## config.mk

```make
export PLATFORM = sky130hd
export DESIGN_NAME = swp_holdoff_seq
export DESIGN_NICKNAME = d
export VERILOG_FILES = /design/src/rtl/swseq_pkg.sv /design/src/rtl/swseq_sync.sv /design/src/rtl/swseq_ramp_cnt.sv /design/src/rtl/swseq_fsm.sv /design/src/rtl/swp_holdoff_seq.sv
export SDC_FILE = /design/constraint.sdc
export NUM_CORES = 1
export LEC_CHECK = 0
export BUFFER_PORTS_ARGS = -buffer_cell sky130_fd_sc_hd__buf_2
export CORE_ASPECT_RATIO = 0.75
export CORE_MARGIN = 1
export CORE_UTILIZATION = 55
export CTS_CLUSTER_DIAMETER = 200
export DETAILED_ROUTE_END_ITERATION = 7
export GPL_TIMING_DRIVEN = 1
export PLACE_DENSITY = 0.75
export SLEW_MARGIN = 20
export SYNTH_ARGS = -nofsm -noshare
export SYNTH_HDL_FRONTEND = slang
export SYNTH_HIERARCHICAL = 1
export SYNTH_SLANG_ARGS = --single-unit
```

## constraint.sdc

```tcl
create_clock -name clk -period 2.25 [get_ports clk]
set_clock_uncertainty 0.05 [all_clocks]
set_input_delay 0.3375 -clock clk [delete_from_list [all_inputs] [get_ports clk]]
set_output_delay 0.3375 -clock clk [all_outputs]
set_load 0.02 [all_outputs]
```

## src/rtl/swseq_pkg.sv

```systemverilog
package swseq_pkg;
  typedef enum logic [2:0] {
    ST_RESET = 3'd0,
    ST_HOLD  = 3'd1,
    ST_ARMED = 3'd2,
    ST_TRIG  = 3'd3,
    ST_SWEEP = 3'd4
  } seq_state_e;

  // bit positions in the synchronized input vector
  localparam int unsigned IN_RAMP = 0;
  localparam int unsigned IN_TRIG = 1;
  localparam int unsigned IN_SG   = 2;
  localparam int unsigned IN_DG   = 3;
  localparam int unsigned IN_W    = 4;
endpackage

```

## src/rtl/swseq_sync.sv

```systemverilog
module swseq_sync #(
  parameter int unsigned W      = 4,
  parameter int unsigned STAGES = 2,
  parameter logic [W-1:0] RST_VAL = '0
) (
  input  logic         clk,
  input  logic         rst_n,
  input  logic [W-1:0] async_i,
  output logic [W-1:0] sync_o,
  output logic [W-1:0] rise_o,
  output logic [W-1:0] fall_o
);
  logic [W-1:0] stg [STAGES];
  logic [W-1:0] prev_q;

  genvar g;
  generate
    for (g = 0; g < STAGES; g++) begin : g_stage
      if (g == 0) begin : g_first
        always_ff @(posedge clk or negedge rst_n) begin
          if (!rst_n) stg[g] <= RST_VAL;
          else        stg[g] <= async_i;
        end
      end else begin : g_next
        always_ff @(posedge clk or negedge rst_n) begin
          if (!rst_n) stg[g] <= RST_VAL;
          else        stg[g] <= stg[g-1];
        end
      end
    end
  endgenerate

  always_ff @(posedge clk or negedge rst_n) begin
    if (!rst_n) prev_q <= RST_VAL;
    else        prev_q <= stg[STAGES-1];
  end

  assign sync_o = stg[STAGES-1];
  assign rise_o = stg[STAGES-1] & ~prev_q;
  assign fall_o = ~stg[STAGES-1] & prev_q;
endmodule

```

## src/rtl/swseq_ramp_cnt.sv

```systemverilog
module swseq_ramp_cnt #(
  parameter int unsigned CNT_W = 4
) (
  input  logic             clk,
  input  logic             rst_n,
  input  logic             count_en,
  input  logic             ramp_edge,
  input  logic             load_i,
  input  logic [CNT_W-1:0] load_val_i,
  output logic             ramp_done
);
  logic [CNT_W-1:0] limit_q;
  logic [CNT_W-1:0] cnt_q;

  always_ff @(posedge clk or negedge rst_n) begin
    if (!rst_n) limit_q <= '0;
    else if (load_i) limit_q <= load_val_i;
  end

  always_ff @(posedge clk or negedge rst_n) begin
    if (!rst_n)                     cnt_q <= '0;
    else if (!count_en || load_i)   cnt_q <= '0;
    else if (ramp_edge && !ramp_done) cnt_q <= cnt_q + 1'b1;
  end

  assign ramp_done = count_en && !load_i && ramp_edge && (cnt_q == limit_q);

  AST_LIMIT_FROZEN: assert property (@(posedge clk) disable iff (!rst_n)
    !count_en |=> $stable(limit_q));
  AST_CNT_BOUND: assert property (@(posedge clk) disable iff (!rst_n)
    cnt_q <= limit_q);
endmodule

```

## src/rtl/swseq_fsm.sv

```systemverilog
module swseq_fsm
  import swseq_pkg::*;
(
  input  logic clk,
  input  logic rst_n,
  input  logic ramp_done,
  input  logic trig_low,
  input  logic sg_fall,
  input  logic sg_rise,
  input  logic dg_low,
  output logic count_en,
  output logic cfg_ok,
  output logic hold_o,
  output logic hold_b_o
);
  seq_state_e st_q, st_d;
  logic hold_q, hold_b_q;

  always_comb begin
    st_d = st_q;
    case (st_q)
      ST_RESET: st_d = ST_HOLD;
      ST_HOLD:  if (ramp_done) st_d = ST_ARMED;
      ST_ARMED: if (trig_low)  st_d = ST_TRIG;
      ST_TRIG:  if (sg_fall)   st_d = ST_SWEEP;
      ST_SWEEP: if (sg_rise)   st_d = ST_HOLD;
      default:  st_d = ST_RESET;
    endcase
  end

  always_ff @(posedge clk or negedge rst_n) begin
    if (!rst_n) begin
      st_q     <= ST_RESET;
      hold_q   <= 1'b1;
      hold_b_q <= 1'b1;
    end else begin
      st_q   <= st_d;
      hold_q <= (st_d == ST_RESET) || (st_d == ST_HOLD);
      if ((st_d == ST_RESET) || (st_d == ST_HOLD))
        hold_b_q <= 1'b1;
      else if (dg_low && ((st_q == ST_TRIG) || (st_q == ST_SWEEP)))
        hold_b_q <= 1'b0;
    end
  end

  assign count_en = (st_q == ST_HOLD);
  assign cfg_ok   = (st_q == ST_HOLD) || (st_q == ST_RESET);
  assign hold_o   = hold_q;
  assign hold_b_o = hold_b_q;

  AST_ARM_NEEDS_RAMP: assert property (@(posedge clk) disable iff (!rst_n)
    $fell(hold_q) |-> $past(ramp_done));
  AST_REHOLD_NEEDS_SG: assert property (@(posedge clk) disable iff (!rst_n)
    $rose(hold_q) |-> $past(sg_rise));
  AST_TRIG_NEEDS_STATUS: assert property (@(posedge clk) disable iff (!rst_n)
    (st_q == ST_TRIG && $past(st_q) == ST_ARMED) |-> $past(trig_low));
  AST_SWEEP_AFTER_TRIG: assert property (@(posedge clk) disable iff (!rst_n)
    (st_q == ST_SWEEP && $past(st_q) != ST_SWEEP) |-> ($past(st_q) == ST_TRIG && $past(sg_fall)));
  AST_BHOLD_UNDER_MAIN: assert property (@(posedge clk) disable iff (!rst_n)
    !hold_b_q |-> !hold_q);
  AST_BHOLD_NEEDS_DG: assert property (@(posedge clk) disable iff (!rst_n)
    $fell(hold_b_q) |-> $past(dg_low));
endmodule

```

## src/rtl/swp_holdoff_seq.sv

```systemverilog
module swp_holdoff_seq
  import swseq_pkg::*;
#(
  parameter int unsigned CNT_W       = 4,
  parameter int unsigned SYNC_STAGES = 2
) (
  input  logic             clk,
  input  logic             rst_n,
  input  logic [CNT_W-1:0] cfg_ramps_i,
  input  logic             cfg_load_i,
  input  logic             ramp_i,
  input  logic             trig_stat_n_i,
  input  logic             sweep_gate_n_i,
  input  logic             delay_gate_n_i,
  output logic             hold_o,
  output logic             hold_b_o
);
  localparam logic [IN_W-1:0] IN_IDLE = 4'b1110;

  logic [IN_W-1:0] raw, s_lvl, s_rise, s_fall;
  logic count_en, cfg_ok, ramp_done;

  assign raw[IN_RAMP] = ramp_i;
  assign raw[IN_TRIG] = trig_stat_n_i;
  assign raw[IN_SG]   = sweep_gate_n_i;
  assign raw[IN_DG]   = delay_gate_n_i;

  swseq_sync #(.W(IN_W), .STAGES(SYNC_STAGES), .RST_VAL(IN_IDLE)) u_sync (
    .clk(clk), .rst_n(rst_n), .async_i(raw),
    .sync_o(s_lvl), .rise_o(s_rise), .fall_o(s_fall)
  );

  swseq_ramp_cnt #(.CNT_W(CNT_W)) u_cnt (
    .clk(clk), .rst_n(rst_n), .count_en(count_en),
    .ramp_edge(s_rise[IN_RAMP]),
    .load_i(cfg_load_i && cfg_ok), .load_val_i(cfg_ramps_i),
    .ramp_done(ramp_done)
  );

  swseq_fsm u_fsm (
    .clk(clk), .rst_n(rst_n),
    .ramp_done(ramp_done),
    .trig_low(!s_lvl[IN_TRIG]),
    .sg_fall(s_fall[IN_SG]),
    .sg_rise(s_rise[IN_SG]),
    .dg_low(!s_lvl[IN_DG]),
    .count_en(count_en), .cfg_ok(cfg_ok),
    .hold_o(hold_o), .hold_b_o(hold_b_o)
  );

  AST_RESET_HOLDS: assert property (@(posedge clk) disable iff (!rst_n)
    (hold_o == 1'b0) |-> !cfg_ok);
endmodule

```

==> impl_results.md <==
- Hold Slack: 0.0596 ns
- # diodes: 0
- Pwr dens: 900 mW/mm²
- R2R Setup Slk: 0.46 ns
- Hold path endpoint: u_sync/stg[5]$_DFF_PN1_
- Clock Power Share: 19.2%
- CP Class: reg2reg
- Core area: 0.00159 mm²
- Multi-input logic area: 367 µm²
- Worst hold stages: 1
- R2r startpoint: u_fsm/st_q[2]$_DFF_PN0_
- Wirelength per Cell: 13.1 µm
- Reg clk slew, reported paths: 0.12 ns
- Initial core utilization: 62.7%
- DIE AREA: 0.00199 mm²
- MaxCap Viol Count: 0
- Worst-Skew Late Latency: 0.31 ns
- Max stage delay on crit path: 0.47 ns
- Hpwl dp: 1090 µm
- Fin area: 0.00110 mm²
- Number of cell rows: 12
- First-pass GRT wire length: 2490 µm
- Cts bufs inserted: 3
- Vias in the first global route: 529
- Initial antenna violation count: 0
- Routability cong.: 0.797
- Fin. Hold Viols: 0
- Final Setup Violations: 0
- Cts repair resizes: 0
- Syn nets: 90
- Part of the power in registers: 56.3%
- Post-layout nets: 105
- P_leak: 0.476 nW
- Status: completed
- Global route overflow: 0
- Synth warn: 6
- Worst reg2reg path depth: 7
- Internal power: 665 µW
- # clock sinks: 23
- Fill count: 123
- DRT Pass-1 Iters: 4
- Mean area per synthesized cell: 12.8 µm²
- Clock period minus worst slack: 1.79 ns
- Hold Crit Class: in2reg
- # port buffers: 12
- Dpl cell area: 0.00106 mm²
- Sw Pwr: 324 µW
- Crit start category: flip-flop
- Share of layout cells above drive strength 1: 38.0%
- Setup WS pre-CTS: 0.516 ns
- Post-Synthesis Cells: 78
- RSZ-0062 raised after global routing: no
- Die X: 51.2 µm
- Worst Path Required: 2.45 ns
- Slew Viols, Final: 0
- Antenna viol nets, final: 0
- Fin worst setup slack: 0.459 ns
- Sw frac: 32.8%
- Worst path arrival time: 1.99 ns
- Total Routed Length: 1480 µm
- Combinational Power Share: 24.5%
- Top-level port count: 13
- DR iter-0 viols: 5
- Via density: 5.25
- Reg area: 587 µm²
- Root buffer cell: clkbuf_4
- Slew HR: 67.5%
- Layout area overhead: 10.0%
- Post-Syn Area: 998 µm²
- Crit Reg-Reg Endpoint: u_fsm/hold_b_o$_DFFE_PN1P_
- VDD IR max: 626 µV
- Largest net degree at the start of global routing: 24
- Crit path cell chain: nand2b_1 -> nor2_1 -> nor2b_1 -> and3_1 -> a21oi_1 -> o21a_1 -> nand2b_1
- Max frequency: 558 MHz
- H-tree Lvls: 1
- Hold bufs inserted after CTS: 1
- Clock buffer depth: 2
- Worst slew pin tran: 0.487 ns
- Total negative slack: 0 ns
- Hold path startpoint: trig_stat_n_i
- Critical-path top delay cell: dfrtp_1
- Postcts setup bufs: 0
- CTS tree: built
- Tcrit/Tclk final: 79.6%
- DRC violations left: 0
- Global Route Usage Sum: 19.2%
- DR vias: 593
- Crit path top cell by count: nand2b_1
- Final total power: 989 µW
- Crit Path Max Fanout: 8
- CP endpoint kind: flip-flop
- Height of the die: 38.9 µm
layer usage:
metal	wire, µm	share of wire (%)	vias up	global-route usage, %
met5	0	0	-	0
met1	785	53	276	26.3
li1	-	-	295	-
met4	11	0.74	0	8.33
met2	613	41	20	26.3
met3	67	4.5	2	8.24
power groups by stage:
stage	Clock (mW)	Sequential (mW)	Combinational [mW]
finish	0.190	0.557	0.242
global route	0.219	0.565	0.269
CTS	0.203	0.556	0.242
detailed placement	0	0.564	0.240
global placement	0	0.559	0.235
floorplan	0	0.550	0.199
through the flow:
step / utilization (%) / instances
after global placement: 66.5 / 108
after floorplan: - / 78
final: 69.0 / 113
after global routing: 69.0 / 113
after CTS: 69.0 / 113
after detailed placement: 66.5 / 108
placed cells by master (no fill, tap or decap):
cell type / n
nor4_1: 1
xor2_1: 3
o311ai_0: 1
o21a_1: 1
or4b_1: 1
a311oi_1: 1
nand2b_1: 3
clkinvlp_4: 1
buf_2: 12
a22o_1: 1
nor2_1: 3
and2b_2: 3
nand4b_1: 1
clkbuf_4: 3
o21ai_0: 4
dfrtp_1: 14
or3_1: 2
and2_1: 1
o41ai_4: 1
and3_1: 1
nor2b_1: 2
ha_1: 1
dfstp_2: 9
nand2_1: 3
nand3_1: 2
a21oi_1: 4
o2bb2ai_1: 1
inv_1: 5
dlygate4sd3_1: 1
mux2_2: 4
xor2_2: 2
flip-flops by register name, indices dropped and copies added (netlist names):
register,count
u_sync/prev_q,2
u_fsm/st_q,3
u_cnt/limit_q,4
u_fsm/hold_b_o,1
u_fsm/hold_o,1
u_sync/stg,4
u_cnt/cnt_q,4
u_sync/sync_o,4
critical path, delay by kind of cell, from the launching register on:
kind            cells  cell delay [ns]
compound gates      2             0.29
flops               1             0.47
simple gates        5             0.93
worst max path at each step:
stage / start / endpoint / slack, ns
detailed placement: u_fsm/st_q[2]$_DFF_PN0_ / u_fsm/hold_b_o$_DFFE_PN1P_ / 0.52
floorplan: u_sync/prev_q[2]$_DFF_PN1_ / u_fsm/hold_b_o$_DFFE_PN1P_ / 0.64
global placement: u_cnt/cnt_q[0]$_DFFE_PN0P_ / u_fsm/hold_b_o$_DFFE_PN1P_ / 0.57
global route: u_fsm/st_q[2]$_DFF_PN0_ / u_fsm/hold_b_o$_DFFE_PN1P_ / 0.34
CTS: u_fsm/st_q[2]$_DFF_PN0_ / u_fsm/hold_b_o$_DFFE_PN1P_ / 0.48
finish: u_fsm/st_q[2]$_DFF_PN0_ / u_fsm/hold_b_o$_DFFE_PN1P_ / 0.46
final cells by class:
| class | count | area share, % |
|---|---|---|
| flip-flops and latches | 23 | 53.4 |
| multi-input cells | 47 | 33.4 |
| repair buffers | 13 | 6.38 |
| well taps | 21 | 2.39 |
| clock buffers | 3 | 2.05 |
| inverters | 5 | 1.71 |
| clock inverters | 1 | 0.683 |
(Power assumes the default switching activity.)
